**src/rtl/wdog_pkg.sv**
```systemverilog
package wdog_pkg;
  parameter int unsigned MULT_W    = 5;
  parameter int unsigned RES_W     = 3;
  parameter int unsigned CFG_W     = MULT_W + RES_W;
  parameter int unsigned RES_CODES = 1 << RES_W;
  parameter int unsigned RES_LAST  = 4;

  typedef struct packed {
    logic [MULT_W-1:0] mult;
    logic [RES_W-1:0]  res;
  } wd_cfg_t;

  // step length in units of the base step (1/16 s)
  function automatic int unsigned res_scale(int unsigned code);
    case (code)
      0:       return 1;
      1:       return 4;
      2:       return 16;
      3:       return 64;
      4:       return 960;
      default: return 0;
    endcase
  endfunction
endpackage

```
**src/rtl/wdog_prescale.sv**
```systemverilog
module wdog_prescale
  import wdog_pkg::*;
#(
  parameter int unsigned BASE_TICKS = 2048
) (
  input  logic             clk,
  input  logic             rst,
  input  logic             clear,
  input  logic             run,
  input  logic             tick_en,
  input  logic [RES_W-1:0] res,
  output logic             step
);
  localparam int unsigned MAX_TICKS = res_scale(RES_LAST) * BASE_TICKS;
  localparam int unsigned CNT_W     = $clog2(MAX_TICKS);

  logic [CNT_W-1:0] len_tab [RES_CODES];
  logic [CNT_W-1:0] cnt_q;
  logic [CNT_W-1:0] last_cnt;

  for (genvar g = 0; g < RES_CODES; g++) begin : g_len
    if (g <= RES_LAST) begin : g_valid
      assign len_tab[g] = CNT_W'(res_scale(g) * BASE_TICKS - 1);
    end else begin : g_invalid
      assign len_tab[g] = '1;
    end
  end

  assign last_cnt = len_tab[res];
  assign step     = run && tick_en && (cnt_q == last_cnt);

  always_ff @(posedge clk) begin
    if (rst || clear || !run) begin
      cnt_q <= '0;
    end else if (tick_en) begin
      cnt_q <= step ? '0 : cnt_q + 1'b1;
    end
  end
endmodule

```
**src/rtl/wdog_mult_cnt.sv**
```systemverilog
module wdog_mult_cnt
  import wdog_pkg::*;
(
  input  logic              clk,
  input  logic              rst,
  input  logic              clear,
  input  logic              run,
  input  logic              step,
  input  logic [MULT_W-1:0] mult,
  output logic              hit
);
  logic [MULT_W-1:0] cnt_q;
  logic [MULT_W-1:0] mult_m1;
  logic              expired_q;
  logic              armed;

  assign mult_m1 = mult - MULT_W'(1);
  assign armed   = run && !clear && !expired_q;
  assign hit     = armed && ((mult == '0) || (step && (cnt_q == mult_m1)));

  always_ff @(posedge clk) begin
    if (rst || clear || !run) begin
      cnt_q     <= '0;
      expired_q <= 1'b0;
    end else begin
      if (hit) begin
        expired_q <= 1'b1;
      end
      if (step && !expired_q) begin
        cnt_q <= cnt_q + 1'b1;
      end
    end
  end
endmodule

```
**src/rtl/wdog_status.sv**
```systemverilog
module wdog_status (
  input  logic clk,
  input  logic rst,
  input  logic hit,
  input  logic irq_clr,
  input  logic flag_clr,
  output logic flag,
  output logic irq
);
  always_ff @(posedge clk) begin
    if (rst) begin
      flag <= 1'b0;
      irq  <= 1'b0;
    end else begin
      if (hit) begin
        flag <= 1'b1;
      end else if (flag_clr) begin
        flag <= 1'b0;
      end
      if (irq_clr) begin
        irq <= 1'b0;
      end else if (hit) begin
        irq <= 1'b1;
      end
    end
  end
endmodule

```
**src/rtl/wdog_timer.sv**
```systemverilog
module wdog_timer
  import wdog_pkg::*;
#(
  parameter int unsigned BASE_TICKS = 2048
) (
  input  logic             clk,
  input  logic             rst,
  input  logic             tick_en,
  input  logic             wd_we,
  input  logic [CFG_W-1:0] wd_wdata,
  input  logic             clk_reg_we,
  input  logic             flags_rd,
  output logic             wd_flag,
  output logic             wd_irq
);
  wd_cfg_t cfg_q;
  logic    restart;
  logic    run;
  logic    step;
  logic    timeout_hit;

  always_ff @(posedge clk) begin
    if (rst) begin
      cfg_q <= '0;
    end else if (wd_we) begin
      cfg_q <= wd_cfg_t'(wd_wdata);
    end
  end

  assign restart = wd_we || clk_reg_we;
  assign run     = (cfg_q != '0) && (int'(cfg_q.res) <= int'(RES_LAST));

  wdog_prescale #(.BASE_TICKS(BASE_TICKS)) u_prescale (
    .clk     (clk),
    .rst     (rst),
    .clear   (restart),
    .run     (run),
    .tick_en (tick_en),
    .res     (cfg_q.res),
    .step    (step)
  );

  wdog_mult_cnt u_mult (
    .clk   (clk),
    .rst   (rst),
    .clear (restart),
    .run   (run),
    .step  (step),
    .mult  (cfg_q.mult),
    .hit   (timeout_hit)
  );

  wdog_status u_status (
    .clk      (clk),
    .rst      (rst),
    .hit      (timeout_hit),
    .irq_clr  (wd_we),
    .flag_clr (flags_rd),
    .flag     (wd_flag),
    .irq      (wd_irq)
  );
endmodule

```
**config.mk**
```make
export PLATFORM = sky130hd
export DESIGN_NAME = wdog_timer
export DESIGN_NICKNAME = d
export VERILOG_FILES = /design/src/rtl/wdog_pkg.sv /design/src/rtl/wdog_prescale.sv /design/src/rtl/wdog_mult_cnt.sv /design/src/rtl/wdog_status.sv /design/src/rtl/wdog_timer.sv
export SDC_FILE = /design/constraint.sdc
export NUM_CORES = 1
export LEC_CHECK = 0
export BUFFER_PORTS_ARGS = -buffer_cell sky130_fd_sc_hd__buf_4
export CAP_MARGIN = 10
export CELL_PAD_IN_SITES_DETAIL_PLACEMENT = 1
export CELL_PAD_IN_SITES_GLOBAL_PLACEMENT = 1
export CORE_MARGIN = 2
export CORE_UTILIZATION = 48
export DETAILED_ROUTE_END_ITERATION = 10
export PLACE_DENSITY_LB_ADDON = 0.3
export REMOVE_ABC_BUFFERS = 1
export SKIP_CTS_REPAIR_TIMING = 1
export SLEW_MARGIN = 20
export SYNTH_ARGS = -nofsm -noshare
export SYNTH_HDL_FRONTEND = slang
export SYNTH_SLANG_ARGS = --single-unit
export TNS_END_PERCENT = 10
```
**constraint.sdc**
```tcl
create_clock -name clk -period 6.4 [get_ports clk]
set_input_delay 0.96 -clock clk [delete_from_list [all_inputs] [get_ports clk]]
set_output_delay 0.96 -clock clk [all_outputs]
set_load 0.02 [all_outputs]
```
==> results.py <==
metrics = {
    "pwr": {
        "combPwrFrac_pct": 8.2,
        "clockPowerShare_pct": 42.5,
        "max-vdd-ir-drop_mv": 0.140,
        "internal-power_mw": 0.379,
        "p_sw_mw": 0.107,
        "power.density_mw_per_mm2": 238,
        "p_seq_share_pct": 49.3,
        "power.leakage_nw": 0.732,
        "p_sw_share_pct": 22.0,
    },
    "route": {
        "ant_nets": 0,
        "drt-vias-per-instance": 5.73,
        "drc": 0,
        "firstDrtPassIters": 4,
        "wl_mm": 4.24,
        "num_vias": 1535,
        "drtIter0Drc": 53,
        "routedWlPerCell_um": 15.8,
    },
    "worst_setup_path": {
        "critPathCaptureType": "register",
        "r2r_slack_ns": 3.61,
        "reg2reg_depth": 5,
        "cp.arrival_ns": 2.94,
        "cpPeakStageDelay_ns": 0.64,
        "critPathSlowestCell": "nand2_1",
        "r2r-end": "u_prescale.cnt_q[13]",
        "worst-path-max-fanout": 19,
        "crit_chain": "or3_1 -> a2111oi_1 -> o2111ai_1 -> nand2_1 -> nor2_1",
        "crit_buf_inv": 0,
        "cp_top_family": "simple AND/OR/NAND/NOR gates",
        "critPathLaunch": "cfg_q[2]",
        "worst-setup-path-type": "register to register",
        "critPathCapture": "u_prescale.cnt_q[13]",
        "crit_required_ns": 6.55,
        "cp-start-kind": "register",
        "worst-path-stages": 5,
        "r2r_start": "cfg_q[2]",
    },
    "die": {
        "die_w_um": 65.0,
        "die_h_um": 65.0,
        "ios": 16,
        "core-area_mm2": 0.00361,
        "rows": 22,
        "start_util_pct": 49.5,
        "dieArea_mm2": 0.00422,
    },
    "sta": {
        "max_freq_mhz": 359,
        "fin_skew_ns": 0.00603,
        "maxSlewHeadroom_pct": 45.0,
        "rsz0062_at_grt": "no",
        "final.setup.tns_ns": 0,
        "hold_viol": 0,
        "fin_crit_ns": 2.79,
        "setup_viol": 0,
        "slew_violations": 0,
        "min_period_over_period_pct": 43.6,
        "max_slew.worst_pin.slew_ns": 0.818,
    },
    "clocking": {
        "htreeDepth": 2,
        "path_clk_slew_ns": 0.07,
        "clk_path_buf_depth": 2,
        "cts-root-buf": "clkbuf_8",
        "numCtsBuffers": 5,
        "cts_tree": "done",
        "clk_latency_ns": 0.29,
        "cts.sinks": 37,
    },
    "placement": {
        "dpl_cell_area_mm2": 0.00193,
        "dp_hpwl_mm": 3.16,
        "gp_congestion": 0.772,
        "port_buffers": 15,
    },
    "logic_synthesis": {
        "synth_area_leader_cell": "dfxtp_1",
        "synth.top_cell.area_share_pct": 41.5,
        "yosys_warnings": 0,
        "synth_area_mm2": 0.00179,
        "ys_seq_area_share_pct": 41.5,
        "async_flop_share_pct": 0,
        "avgSynthCellArea_um2": 8.80,
        "synthFlopType": "dfxtp_1",
        "synthTopCellsByArea": "dfxtp_1, nor2_1, xor2_1",
        "netlist_instances": 203,
        "synth_edf_count": 0,
        "synth_seq_cells": 37,
        "synth.distinct_cells": 40,
    },
    "global_routing": {
        "grt_pass1_vias": 1621,
        "overflow": 0,
        "grt_start_max_net_pins": 20,
        "grt_first_pass_wirelength_mm": 7.29,
        "antenna_found_initial": 0,
        "track_usage_pct": 22.8,
    },
    "run": {
        "drv_cap": 0,
    },
    "layout": {
        "drive_gt1_share_pct": 11.8,
        "final_util_pct": 56.6,
        "num_antenna_cells": 0,
        "syn2layout_area_growth_pct": 14.4,
        "final_area_mm2": 0.00204,
        "nNetsFinal": 236,
    },
    "hold_path": {
        "hp-class": "register to register",
        "min_from": "u_status.flag",
    },
    "run_status": {
        "status": "finished, final reports clean",
    },
}
sequential cells by signal, indices dropped and copies added (netlist names):
register	count
cfg_q	8
u_status.flag	1
u_status.irq	1
u_prescale.cnt_q	21
u_mult.cnt_q	5
u_mult.expired_q	1
tightest hold or removal path, stage by stage (launching register included):
cell	delay, ns
dfxtp_1	0.34
nand2_1	0.05
o21ai_0	0.06
kinds of logic (layout without fill, tap and decap cells):
kind of cell	Yosys count	after routing	synth area share [%]
compound gates	31	31	12.7
flops	37	37	41.5
buf+inv	11	28	2.87
fa+ha+maj	3	3	2.10
xor+xnor	26	26	12.8
simple gates	87	87	23.6
mux	8	8	4.49
cell usage after synthesis (all sizes together) (2+ instances only):
cell type and instances:
nor4 2, nand2 14, a2111oi 2, o21ai 8
ha 3, xor2 15, and3 4, o31ai 2
xnor2 11, or4 3, buf 3, a31oi 2
clkbuf 3, inv 5, a21oi 7, mux2i 8
nor3 5, nand3 6, dfxtp 37, nor2 35
or3 3, nand4 10
stage by stage:
step / power [mW] / setup slack (ns) / hold WS [ns] / instances
4_1_cts: 0.491 / 3.64 / 0.483 / 268
5_1_grt: 0.507 / 3.38 / 0.531 / 268
3_3_place_gp: 0.280 / 3.58 / 0.454 / 260
2_1_floorplan: 0.267 / 3.91 / 0.462 / 197
3_5_place_dp: 0.284 / 3.45 / 0.466 / 260
6_report: 0.486 / 3.61 / 0.478 / 268
worst min-delay path by stage:
stage	end	cells after the start
2_1_floorplan	u_prescale.cnt_q[1]	2
3_3_place_gp	u_status.flag	2
3_5_place_dp	u_status.flag	2
4_1_cts	u_status.flag	2
5_1_grt	u_prescale.cnt_q[1]	2
6_report	u_status.flag	2
cell usage in the layout, fill, tap and decap left out, types with 2 or more instances in the layout:
master | synthesis | layout
o31ai_1 | 2 | 2
buf_4 | 0 | 15
nor2_1 | 35 | 35
mux2i_1 | 8 | 8
nor4_1 | 2 | 2
nand3_1 | 6 | 6
a31oi_1 | 2 | 2
or4_1 | 2 | 2
dfxtp_1 | 37 | 37
ha_1 | 3 | 3
a21oi_1 | 7 | 7
xor2_1 | 15 | 15
and3_1 | 4 | 4
inv_1 | 5 | 5
nor3_1 | 5 | 5
o21ai_0 | 8 | 8
nand2_1 | 14 | 14
xnor2_1 | 11 | 11
nand4_1 | 10 | 10
clkbuf_8 | 0 | 6
or3_1 | 3 | 3
routing by layer:
metal	vias to the layer above	GRT usage, %	routed length (um)
li1	748	-	-
met1	750	26.7	1860
met4	0	12.8	112
met2	27	38.4	2110
met3	10	4.86	161
met5	-	0	0
cell type report:
type | count | area, um^2
Fill cell | 436 | 1560
Multi-Input combinational cell | 155 | 993
Sequential cell | 37 | 741
Timing Repair Buffer | 15 | 113
Clock buffer | 7 | 86.3
Tap cell | 48 | 60.1
Clock inverter | 1 | 30.0
Inverter | 5 | 18.8
power groups by stage:
stage / Clock (mW) / Sequential (mW) / Combinational (mW)
after floorplan: 0 / 0.244 / 0.0227
after global placement: 0 / 0.244 / 0.0359
after detailed placement: 0 / 0.245 / 0.0391
after CTS: 0.211 / 0.240 / 0.0398
after global routing: 0.223 / 0.240 / 0.0437
final: 0.207 / 0.240 / 0.0397
Power figures use the tool's default switching activity.
